$ cat src/rtl/sineGenPkg.sv
package sineGenPkg;

  // Strobes passed from the timing control to the sample datapath
  typedef struct packed {
    logic preTc;       // prescaler sits at its maximum this cycle
    logic addrAdvance; // phase address steps on the coming edge
  } ctrlStrobe_t;

  localparam real TWO_PI_BASE = 3.141592653589793;

  // Offset sine code for table slot idx, truncated toward zero
  function automatic int sineCode(input int idx, input int depth, input int fullScale);
    real ang;
    real frac;
    ang  = TWO_PI_BASE * 2.0 * real'(idx) / real'(depth);
    frac = ($sin(ang) + 1.0) / 2.0;
    return $rtoi(real'(fullScale) * frac);
  endfunction

endpackage

$ cat src/rtl/wrapCounter.sv
module wrapCounter #(
  parameter int W   = 8,
  parameter int MAX = 255
) (
  input  logic         clk,
  input  logic         rst,
  input  logic         en,
  output logic [W-1:0] count,
  output logic         atMax
);

  localparam logic [W-1:0] LIMIT = W'(MAX);

  // terminal count is decoded without a register stage
  assign atMax = (count == LIMIT);

  always_ff @(posedge clk or posedge rst) begin
    if (rst)
      count <= '0;
    else if (en) begin
      if (atMax)
        count <= '0;
      else
        count <= count + 1'b1;
    end
  end

endmodule

$ cat src/rtl/sineGenCtrl.sv
module sineGenCtrl
  import sineGenPkg::*;
#(
  parameter int PRE_MAX = 488,
  parameter int PRE_W   = $clog2(PRE_MAX + 1)
) (
  input  logic             clk,
  input  logic             rst,
  output logic [PRE_W-1:0] preCount,
  output ctrlStrobe_t      strobes
);

  logic preAtMax;

  wrapCounter #(
    .W  (PRE_W),
    .MAX(PRE_MAX)
  ) u_prescale (
    .clk  (clk),
    .rst  (rst),
    .en   (1'b1),
    .count(preCount),
    .atMax(preAtMax)
  );

  always_comb begin
    strobes.preTc       = preAtMax;
    strobes.addrAdvance = preAtMax;
  end

endmodule

$ cat src/rtl/sineGenPath.sv
module sineGenPath
  import sineGenPkg::*;
#(
  parameter int ADDR_W   = 8,
  parameter int SAMPLE_W = 8
) (
  input  logic                clk,
  input  logic                rst,
  input  ctrlStrobe_t         strobes,
  output logic [ADDR_W-1:0]   addr,
  output logic [SAMPLE_W-1:0] sample
);

  localparam int DEPTH      = 2 ** ADDR_W;
  localparam int ADDR_MAX   = DEPTH - 1;
  localparam int FULL_SCALE = (2 ** SAMPLE_W) - 1;

  logic                addrAtMax;
  logic [SAMPLE_W-1:0] sineRom [DEPTH];

  wrapCounter #(
    .W  (ADDR_W),
    .MAX(ADDR_MAX)
  ) u_phase (
    .clk  (clk),
    .rst  (rst),
    .en   (strobes.addrAdvance),
    .count(addr),
    .atMax(addrAtMax)
  );

  // table contents fixed at elaboration, one constant per slot
  for (genvar gi = 0; gi < DEPTH; gi++) begin : g_rom
    localparam int CODE = sineCode(gi, DEPTH, FULL_SCALE);
    assign sineRom[gi] = SAMPLE_W'(CODE);
  end

  always_ff @(posedge clk or posedge rst) begin
    if (rst)
      sample <= '0;
    else
      sample <= sineRom[addr];
  end

endmodule

$ cat src/rtl/sineGen.sv
module sineGen
  import sineGenPkg::*;
#(
  parameter int PRE_MAX  = 488,
  parameter int ADDR_W   = 8,
  parameter int SAMPLE_W = 8
) (
  input  logic                clk,
  input  logic                rst,
  output logic [SAMPLE_W-1:0] sample
);

  localparam int PRE_W = $clog2(PRE_MAX + 1);

  logic [PRE_W-1:0]  preCount;
  logic [ADDR_W-1:0] addr;
  ctrlStrobe_t       strobes;

  sineGenCtrl #(
    .PRE_MAX(PRE_MAX),
    .PRE_W  (PRE_W)
  ) u_ctrl (
    .clk     (clk),
    .rst     (rst),
    .preCount(preCount),
    .strobes (strobes)
  );

  sineGenPath #(
    .ADDR_W  (ADDR_W),
    .SAMPLE_W(SAMPLE_W)
  ) u_path (
    .clk    (clk),
    .rst    (rst),
    .strobes(strobes),
    .addr   (addr),
    .sample (sample)
  );

endmodule

$ cat config.mk
export PLATFORM = sky130hd
export DESIGN_NAME = sineGen
export DESIGN_NICKNAME = d
export VERILOG_FILES = /design/src/rtl/sineGenPkg.sv /design/src/rtl/wrapCounter.sv /design/src/rtl/sineGenCtrl.sv /design/src/rtl/sineGenPath.sv /design/src/rtl/sineGen.sv
export SDC_FILE = /design/constraint.sdc
export NUM_CORES = 1
export LEC_CHECK = 0
export ABC_AREA = 1
export BUFFER_PORTS_ARGS = -buffer_cell sky130_fd_sc_hd__buf_2
export CORE_UTILIZATION = 35
export DETAILED_ROUTE_END_ITERATION = 16
export PLACE_DENSITY = 0.5
export SYNTH_ARGS = -nofsm -noshare
export SYNTH_HDL_FRONTEND = slang
export SYNTH_SLANG_ARGS = --single-unit
$ cat constraint.sdc
create_clock -name clk -period 2.1 [get_ports clk]
set_input_delay 0.21 -clock clk [delete_from_list [all_inputs] [get_ports clk]]
set_output_delay 0.21 -clock clk [all_outputs]
set_load 0.05 [all_outputs]
==> results.toml, run 1 <==
[outcome]
status = "finished with violations"
violations = "hold timing"

[clock_tree]
clkTransAtPathRegs_ns = 0.10
postCtsSetupBuffers = 0
cts_max_level = 1
cts_buffers = 3
numClockSinks = 25
clockRootBuffer = "sky130_fd_sc_hd__clkbuf_8"
cts_max_path_buffers = 2
clock_tree_from_tritoncts = "built"
cts_resized = 0
clk_latency_ns = 0.28
post_cts_hold_buffer_count = 0

[route]
vias_per_cell = 5.448
wirelength_um = 10160
detailed_route_drc_error_count = 0
dr.pass1.iters = 5
routed_wire_length_per_instance_um = 17.11
dr_total_vias = 3236
initialDrtViolationCount = 369
drt.antenna.violating_nets = 0

[global_routing]
grt_use_met1_pct = 35.69
initial_antenna_violation_count = 0
gr-usage-met3_pct = 1.244
grt_start_max_net_pins = 20
global_route_layer_with_the_greatest_usage = "met2"
grt_pass1_vias = 3191
track_usage_pct = 25.66
grt_first_pass_wirelength_um = 16930
grt.overflow.total = 0
groute.layer.met2.usage_pct = 41.48

[floorplan]
initial_utilization_pct = 36.36
fp.coreArea_um2 = 7767
die_height_um = 91.83
floorplan.die_area_um2 = 8432
design.portCount = 10
count_of_standard_cell_rows = 32
floorplan.die.width_um = 91.83

[critical_path]
critical_path_class = "register to register"
worst-path-max-fanout = 9
regToRegSetupSlack_ns = 0.17
endpoint_kind = "register"
r2r_cells = 13
r2r-end = "u_path.sample[3]"
worst_reg2reg_startpoint = "u_path.u_phase.count[1]"
worst_ep_required_time_ns = 2.28
timing.critical_path.arrival_ns = 2.11
critical_path.startpoint_type = "register"

[timing]
skew_ns = 0.006106
finalSetupTns_ns = 0
final_hold_vio_count = 15
timing.final.max_slew_violations = 0
grt_setup_unrepaired = "false"
timing.slew.headroom_pct = 59.55
hold_slack_ns = -0.01605
worst_pin_slew_ns = 0.6061
post-route-min-period_ns = 1.929
layout_worst_path_cycle_share_pct = 91.86
setup_viol = 0
fmax_ghz = 0.5184

[synth]
ys.warnings.count = 0
number_of_synthesized_register_bits = 25
post_synth.cell_area_avg_um2 = 5.920
number_of_enable_type_register_cells_in_the_synthesized_netlist = 0
synth-seq-area-share_pct = 22.15
postSynth.asyncResetShare_pct = 100.0
syn-instance-count = 477
syn_area_um2 = 2824
yosysTopAreaCellShare_pct = 22.46
yosys.cell_types.count = 31
synthesis.nets = 495
synthDominantAreaCellType = "sky130_fd_sc_hd__nand2_1"
synth_area_leaders = "sky130_fd_sc_hd__nand2_1, sky130_fd_sc_hd__dfrtp_1, sky130_fd_sc_hd__nand3_1"
ys.flop_type = "sky130_fd_sc_hd__dfrtp_1"

[final_layout]
synthToLayoutAreaGrowth_pct = 9.083
layout_common_cells = "sky130_fd_sc_hd__nand2_1, sky130_fd_sc_hd__nand3_1, sky130_fd_sc_hd__inv_1, sky130_fd_sc_hd__nor2_1, sky130_fd_sc_hd__dfrtp_1"
layout_commonest_cell = "sky130_fd_sc_hd__nand2_1"
num-nets-final = 511
layout-drive-gt1-share_pct = 12.20
fill_count = 874
antenna_cells_inserted = 0

[power]
power.density_nw_per_um2 = 259.9
total_leakage_power_nw = 1.572
fin_total_pwr_mw = 0.8006
vdd_ir_drop_max_mv = 0.1496

[placed_design]
port_buffers = 9
place.detailed.hpwl_um = 8019
routabilityCongestion = 0.9807

[run]
number_of_max_capacitance_violations_reported = 0

[worst_hold_path]
worst_hold_path_type = "primary input to async pin"
==> flip-flops by register name (all words and copies together) (netlist names) <==
signal,count
u_ctrl.u_prescale.count,9
u_path.u_phase.count,8
u_path.sample,8
==> routing by layer <==
metal | wire length, um | up-vias
met1 | 4583 | 1469
met3 | 674 | 35
met5 | 0 | -
met2 | 4474 | 156
met4 | 431 | 0
li1 | - | 1576
==> cell usage after synthesis, drive strengths merged (4+ instances only) <==
cell and n:
nand2 176, nand3 65, inv 52, nor2 36, o21ai 32, dfrtp 25
a21oi 23, buf 19, ha 16, nand4 7, a31oi 5, nor3 4
==> final cells by class <==
cell class,instances,area [um2],share of cell area (%)
Clock inverter,1,7.507,0.2437
Tap cell,102,127.6,4.143
Timing Repair Buffer,32,217.7,7.067
Clock buffer,3,41.29,1.340
Multi-Input combinational cell,379,1866,60.56
Inverter,52,195.2,6.336
Sequential cell,25,625.6,20.31
==> critical path, stage by stage, from the launching register on <==
cell and delay (ns):
sky130_fd_sc_hd__dfrtp_1 0.39, sky130_fd_sc_hd__buf_4 0.18, sky130_fd_sc_hd__ha_1 0.23, sky130_fd_sc_hd__inv_1 0.10, sky130_fd_sc_hd__ha_1 0.19, sky130_fd_sc_hd__inv_1 0.05
sky130_fd_sc_hd__nor2_1 0.20, sky130_fd_sc_hd__nor2_1 0.08, sky130_fd_sc_hd__a21oi_1 0.12, sky130_fd_sc_hd__nand3_1 0.09, sky130_fd_sc_hd__nand2_1 0.06, sky130_fd_sc_hd__nand2_1 0.05
sky130_fd_sc_hd__nand2_1 0.05, sky130_fd_sc_hd__nand2_1 0.04
==> logic make-up after synthesis <==
group           count (synthesis)  share of synthesized area (%)
compound gates                 71                          14.05
fa+ha+maj                      16                          7.089
buf+inv                        73                          11.79
xor+xnor                        3                         0.9306
flops                          25                          22.15
simple gates                  289                          44.00
==> report_power, final <==
part | internal, mW | switching, mW | total [mW]
combinational | 0.00196 | 0.00976 | 0.0117
sequential | 0.481 | 0 | 0.481
clock | 0.135 | 0.173 | 0.308
total | 0.618 | 0.183 | 0.801
==> how the worst max path moves through the flow <==
stage	from	end	slack [ns]	cells after the start
2_1_floorplan	u_path.u_phase.count[1]	u_path.sample[2]	0.28	11
3_5_place_dp	u_path.u_phase.count[1]	u_path.sample[3]	0.23	13
5_1_grt	u_path.u_phase.count[1]	u_path.sample[3]	0.01	13
6_report	u_path.u_phase.count[1]	u_path.sample[3]	0.17	13
3_3_place_gp	u_path.u_phase.count[0]	u_path.sample[3]	0.25	10
4_1_cts	u_path.u_phase.count[1]	u_path.sample[3]	0.21	13
==> per-stage QoR <==
step / worst slack, ns / area (um2) / utilization (%) / hold WS, ns / std cells
final: 0.1709 / 3080 / 39.66 / -0.01605 / 594
after floorplan: 0.2839 / 2824 / - / 0.2373 / 477
after global placement: 0.2472 / 3032 / 39.03 / 0.3282 / 590
after global routing: 0.01469 / 3080 / 39.66 / 0.05394 / 594
after CTS: 0.2100 / 3080 / 39.66 / 0.01110 / 594
after detailed placement: 0.2297 / 3032 / 39.03 / 0.3139 / 590
(Power assumes the default switching activity.)
==> run 2, diff against run 1 <==
--- a/config.mk
+++ b/config.mk
@@ -8,4 +8,5 @@
 export ABC_AREA = 1
 export BUFFER_PORTS_ARGS = -buffer_cell sky130_fd_sc_hd__buf_2
+export CORE_MARGIN = 4
 export CORE_UTILIZATION = 35
 export DETAILED_ROUTE_END_ITERATION = 16
==> constraint.sdc (replaced) <==
create_clock -name clk -period 2.1 [get_ports clk]
set_input_delay 0.21 -clock clk [delete_from_list [all_inputs] [get_ports clk]]
set_output_delay 0.21 -clock clk [all_outputs]
set_load 0.01 [all_outputs]
==> run 2 against run 1 <==
  * The flow now finishes without violations
  * Core utilization up 0.31 points
  * Clock power increased by 6%
  * Via count grew 2.3%
  * Combinational power up 14%
  * Count of clock-buffer cells in the layout did not move
  * Sequential share of layout area shrank 0.16 points
  * Critical endpoint unchanged
  * Final cell count is 0.17% higher
  * Largest cell class unchanged
  * Flip-flop and latch count is the same
  * Highest routed layer unchanged
  * Global-route usage is 4.6 points lower
  * First-iteration DRC count up 3.8%
==> results.toml, run 2 (synthesis results as in run 1) <==
[critical_path]
critPathMaxStageDelay_ns = 0.39
cpMostUsedCell = "sky130_fd_sc_hd__nand2_1"
cp_top_family = "simple AND/OR/NAND/NOR gates"
worst_path_max_delay_cell = "sky130_fd_sc_hd__dfrtp_1"
critical_path_class = "register to register"
worst_ep_required_time_ns = 2.29
timing.critical_path.arrival_ns = 2.10
critical_path.startpoint_type = "register"
r2r_cells = 13
timing.critical_path.cells = "buf_4 -> ha_1 -> inv_1 -> ha_1 -> inv_1 -> nor2_1 -> nor2_1 -> a21oi_1 -> nand3_1 -> nand2_1 -> nand2_1 -> nand2_1 -> nand2_1"
cp.depth = 13
endpoint_kind = "register"
cp_num_buf_inv = 3
worst-path-max-fanout = 9

[route]
initialDrtViolationCount = 383
dr.pass1.iters = 6
dr_total_vias = 3312
drt.antenna.violating_nets = 0
wirelength_um = 10230
vias_per_cell = 5.566
routed_wire_length_per_instance_um = 17.19
detailed_route_drc_error_count = 0

[floorplan]
fp.coreArea_um2 = 7767
count_of_standard_cell_rows = 32
floorplan.die.width_um = 97.83
die_height_um = 97.83
design.portCount = 10
initial_utilization_pct = 36.36
floorplan.die_area_um2 = 9570

[global_routing]
grt.overflow.total = 0
track_usage_pct = 21.04
grt_start_max_net_pins = 34
grt_first_pass_wirelength_um = 16300
initial_antenna_violation_count = 0
grt_pass1_vias = 3050

[placed_design]
routabilityCongestion = 0.9401
port_buffers = 9
place.detailed.hpwl_um = 7732
placed_area_um2 = 3044
placement.setup.worst_slack_ns = 0.2429

[timing]
fmax_ghz = 0.5227
worst_pin_slew_ns = 0.5666
setup_viol = 0
layout_worst_path_cycle_share_pct = 91.10
post-route-min-period_ns = 1.913
finalWorstSetupSlack_ns = 0.1869
finalSetupTns_ns = 0
grt_setup_unrepaired = "false"
hold_slack_ns = 0.4683
timing.final.max_slew_violations = 0
skew_ns = 0.004709
final_hold_vio_count = 0
timing.slew.headroom_pct = 62.08

[final_layout]
multiInputGateArea_um2 = 1866
regMostFlops = "u_ctrl.u_prescale.count"
sequential_cell_area_um2 = 625.6
largestRegisters = "u_ctrl.u_prescale.count (9), u_path.sample (8), u_path.u_phase.count (8)"
num-nets-final = 512
synthToLayoutAreaGrowth_pct = 9.925
largest_register_ffs = 9
finalInstanceArea_um2 = 3104
antenna_cells_inserted = 0
fill_count = 883
layout-drive-gt1-share_pct = 12.37
layout_commonest_cell = "sky130_fd_sc_hd__nand2_1"
layout_common_cells = "sky130_fd_sc_hd__nand2_1, sky130_fd_sc_hd__nand3_1, sky130_fd_sc_hd__inv_1, sky130_fd_sc_hd__nor2_1, sky130_fd_sc_hd__dfrtp_1"

[power]
vdd_ir_drop_max_mv = 0.1191
p_clk_share_pct = 39.7
power_report.internal_total_mw = 0.6240
total_leakage_power_nw = 1.582
power.density_nw_per_um2 = 264.0
proportion_of_total_power_due_to_net_switching_pct = 23.85
p_switching_mw = 0.1955
power.share.combinational_pct = 1.6
power.share.sequential_pct = 58.7

[worst_hold_path]
worst_hold_path_type = "register to register"
hold_path_depth = 1

[clock_tree]
clk_latency_ns = 0.28
postCtsSetupBuffers = 0
cts_buffers = 3
clkTransAtPathRegs_ns = 0.10
cts_max_path_buffers = 2
clock_tree_from_tritoncts = "built"
cts_max_level = 1
clockRootBuffer = "sky130_fd_sc_hd__clkbuf_8"
numClockSinks = 25

[run]
number_of_max_capacitance_violations_reported = 0

[outcome]
status = "finished, final reports clean"
run 2: power by group through the flow:
stage | Combinational [mW] | Clock [mW] | Sequential [mW]
after floorplan | 0.00716 | 0 | 0.491
after global placement | 0.0133 | 0 | 0.491
after detailed placement | 0.0130 | 0 | 0.491
after CTS | 0.0145 | 0.331 | 0.481
after global routing | 0.0167 | 0.353 | 0.481
final | 0.0133 | 0.325 | 0.481
run 2: timing repair:
action                                  4_1_cts  5_1_grt
hold buffers                                  1        0
endpoints found under the hold margin        25        0
endpoints found under the setup margin        0        1
resized for setup                             0        1
run 2: metrics by stage:
step | utilization [%] | power, mW | instances
6_report | 39.96 | 0.8195 | 595
2_1_floorplan | - | 0.4977 | 477
3_5_place_dp | 39.19 | 0.5035 | 590
4_1_cts | 39.96 | 0.8262 | 595
3_3_place_gp | 39.19 | 0.5038 | 590
5_1_grt | 39.96 | 0.8506 | 595
run 2: final timing paths:
path                                       startpoint                    endpoint  slack, ns
setup / recovery              u_path.u_phase.count[1]            u_path.sample[3]       0.19
min in group asynchronous                         rst            u_path.sample[7]       0.51
max in group asynchronous                         rst  u_ctrl.u_prescale.count[6]       1.34
hold / removal             u_ctrl.u_prescale.count[0]  u_ctrl.u_prescale.count[0]       0.47
setup reg to reg              u_path.u_phase.count[1]            u_path.sample[3]       0.19
hold reg to reg            u_ctrl.u_prescale.count[0]  u_ctrl.u_prescale.count[0]       0.47
run 2: final cells by class:
| cell class | count | area share [%] |
|---|---|---|
| repair buffers | 33 | 7.739 |
| clock inverters | 1 | 0.2821 |
| multi-input cells | 379 | 60.10 |
| well taps | 102 | 4.111 |
| clock buffers | 3 | 1.330 |
| flip-flops and latches | 25 | 20.15 |
| inverters | 52 | 6.288 |
run 2: metal layers:
layer | up-vias | routed length, um | track usage, % | part of all wire (%)
li1 | 1574 | - | - | -
met1 | 1535 | 4542 | 30.91 | 44
met2 | 183 | 4533 | 32.41 | 44
met3 | 20 | 927 | 2.214 | 9.1
met4 | 0 | 228 | 6.283 | 2.2
met5 | - | 0 | 0 | 0
run 2: worst register-to-register path, cell delays in order (launching register included):
cell                      delay (ns)
sky130_fd_sc_hd__dfrtp_1        0.39
sky130_fd_sc_hd__buf_4          0.17
sky130_fd_sc_hd__ha_1           0.24
sky130_fd_sc_hd__inv_1          0.11
sky130_fd_sc_hd__ha_1           0.17
sky130_fd_sc_hd__inv_1          0.04
sky130_fd_sc_hd__nor2_1         0.20
sky130_fd_sc_hd__nor2_1         0.08
sky130_fd_sc_hd__a21oi_1        0.12
sky130_fd_sc_hd__nand3_1        0.09
sky130_fd_sc_hd__nand2_1        0.06
sky130_fd_sc_hd__nand2_1        0.05
sky130_fd_sc_hd__nand2_1        0.06
sky130_fd_sc_hd__nand2_1        0.04
==> run 3, diff against run 2 <==
CELL_PAD_IN_SITES_DETAIL_PLACEMENT = 0   (was unset)
CELL_PAD_IN_SITES_GLOBAL_PLACEMENT = 1   (was unset)
PLACE_DENSITY = 0.67   (was 0.5)
==> run 3 against run 2 <==
  * Sequential power about the same
  * Design area fell by 0.32%
  * Worst setup slack improved by 0.012 ns
  * Combinational power increased by 5%
  * Hold slack better by 0.0052 ns
  * Global-route usage rose by 0.21 points
  * Largest cell class unchanged
  * Highest routed layer unchanged
==> results.toml, run 3 (synthesis results as in run 1) <==
[outcome]
status = "finished, final reports clean"

[route]
detailed_route_drc_error_count = 0
dr.pass1.iters = 5
drt.antenna.violating_nets = 0
routed_wire_length_per_instance_um = 17.05
dr_total_vias = 3300
vias_per_cell = 5.546
initialDrtViolationCount = 309
wirelength_um = 10150

[final_layout]
layout_common_cells = "sky130_fd_sc_hd__nand2_1, sky130_fd_sc_hd__nand3_1, sky130_fd_sc_hd__inv_1, sky130_fd_sc_hd__nor2_1, sky130_fd_sc_hd__dfrtp_1"
largestRegisters = "u_ctrl.u_prescale.count (9), u_path.sample (8), u_path.u_phase.count (8)"
regMostFlops = "u_ctrl.u_prescale.count"
sequential_cell_area_um2 = 625.6
synthToLayoutAreaGrowth_pct = 9.570
num-nets-final = 512
layout-drive-gt1-share_pct = 12.37
antenna_cells_inserted = 0
finish.utilization_pct = 39.84
layout_commonest_cell = "sky130_fd_sc_hd__nand2_1"
largest_register_ffs = 9
fill_count = 894
multiInputGateArea_um2 = 1868

[critical_path]
critical_path_class = "register to register"
r2r-end = "u_path.sample[3]"
r2r_cells = 13
regToRegSetupSlack_ns = 0.20
endpoint_kind = "register"
timing.critical_path.arrival_ns = 2.08
critical_path.startpoint_type = "register"
cp-startpoint = "u_path.u_phase.count[0]"
worst-path-max-fanout = 7
worstSetupEndpoint = "u_path.sample[3]"
worst_ep_required_time_ns = 2.28
worst_reg2reg_startpoint = "u_path.u_phase.count[0]"

[global_routing]
grt_first_pass_wirelength_um = 16450
grt_pass1_vias = 3192
grt_start_max_net_pins = 27
initial_antenna_violation_count = 0
track_usage_pct = 21.26
grt.overflow.total = 0

[floorplan]
initial_utilization_pct = 36.36
count_of_standard_cell_rows = 32
die_height_um = 97.83
design.portCount = 10
floorplan.die_area_um2 = 9570
floorplan.die.width_um = 97.83
fp.coreArea_um2 = 7767

[power]
vdd_ir_drop_max_mv = 0.2070
power.density_nw_per_um2 = 267.5
total_leakage_power_nw = 1.579
fin_total_pwr_mw = 0.8276

[timing]
timing.final.max_slew_violations = 0
post-route-min-period_ns = 1.901
setup_viol = 0
fmax_ghz = 0.5259
finalSetupTns_ns = 0
timing.slew.headroom_pct = 67.58
worst_pin_slew_ns = 0.4857
grt_setup_unrepaired = "false"
layout_worst_path_cycle_share_pct = 90.55
final_hold_vio_count = 0
skew_ns = 0.005457

[worst_hold_path]
worst_hold_path_type = "register to register"

[clock_tree]
clk_latency_ns = 0.28
numClockSinks = 25
clkTransAtPathRegs_ns = 0.11
clockRootBuffer = "sky130_fd_sc_hd__clkbuf_8"
clock_tree_from_tritoncts = "built"
cts_max_path_buffers = 2
cts_buffers = 3
cts_max_level = 1

[placed_design]
routabilityCongestion = 0.9728
port_buffers = 9
place.detailed.hpwl_um = 7692

[run]
number_of_max_capacitance_violations_reported = 0
-- run 3: through the flow --
| stage | cells | worst slack [ns] | hold WS, ns | cell area, um2 |
|---|---|---|---|---|
| after floorplan | 477 | 0.2839 | 0.2373 | 2824 |
| after global placement | 590 | 0.2283 | 0.2897 | 3032 |
| after detailed placement | 590 | 0.2045 | 0.2951 | 3032 |
| after CTS | 595 | 0.1768 | 0.4788 | 3092 |
| after global routing | 595 | 0.02638 | 0.5062 | 3094 |
| final | 595 | 0.1985 | 0.4735 | 3094 |
-- run 3: how the worst min path moves through the flow --
stage | from | endpoint | slack, ns | cells after the start
floorplan | rst | u_ctrl.u_prescale.count[0] | 0.24 | 1
global placement | rst | u_ctrl.u_prescale.count[7] | 0.29 | 3
detailed placement | rst | u_path.u_phase.count[4] | 0.30 | 3
CTS | u_ctrl.u_prescale.count[8] | u_ctrl.u_prescale.count[8] | 0.48 | 1
global route | u_ctrl.u_prescale.count[8] | u_ctrl.u_prescale.count[8] | 0.51 | 1
finish | u_ctrl.u_prescale.count[8] | u_ctrl.u_prescale.count[8] | 0.47 | 1
-- run 3: critical path, cell delays in order, from the launching register on --
cell and delay (ns):
sky130_fd_sc_hd__dfrtp_1 0.42, sky130_fd_sc_hd__buf_4 0.17, sky130_fd_sc_hd__ha_2 0.21, sky130_fd_sc_hd__inv_1 0.09
sky130_fd_sc_hd__ha_1 0.17, sky130_fd_sc_hd__inv_1 0.04, sky130_fd_sc_hd__nor2_1 0.20, sky130_fd_sc_hd__nor2_1 0.08
sky130_fd_sc_hd__a21oi_1 0.12, sky130_fd_sc_hd__nand3_1 0.09, sky130_fd_sc_hd__nand2_1 0.06, sky130_fd_sc_hd__nand2_1 0.05
sky130_fd_sc_hd__nand2_1 0.06, sky130_fd_sc_hd__nand2_1 0.05
-- run 3: area by class of cell --
| type | count | area share [%] |
|---|---|---|
| Clock buffer | 3 | 1.334 |
| Timing Repair Buffer | 33 | 7.359 |
| Multi-Input combinational cell | 379 | 60.37 |
| Inverter | 52 | 6.308 |
| Sequential cell | 25 | 20.22 |
| Clock inverter | 1 | 0.2831 |
| Tap cell | 102 | 4.125 |
-- run 3: timing repair --
action / CTS / global route
gates resized for setup: 0 / 1
setup buffers: 0 / 0
hold endpoints to repair: 25 / 0
hold buffers: 1 / 0
endpoints found under the setup margin: 0 / 2
-- run 3: routing by layer --
metal | vias to the layer above | part of all wire (%) | GRT usage, %
li1 | 1575 | - | -
met1 | 1515 | 44 | 28.93
met2 | 171 | 43 | 31.68
met3 | 39 | 9.1 | 4.929
met4 | 0 | 4.2 | 10.12
met5 | - | 0 | 0
-- run 3: report_power, final --
part | total, mW | internal (mW) | switching, mW
Combinational | 0.0140 | 0.00323 | 0.0107
Clock | 0.333 | 0.140 | 0.193
Sequential | 0.481 | 0.481 | 0
Total | 0.828 | 0.624 | 0.204
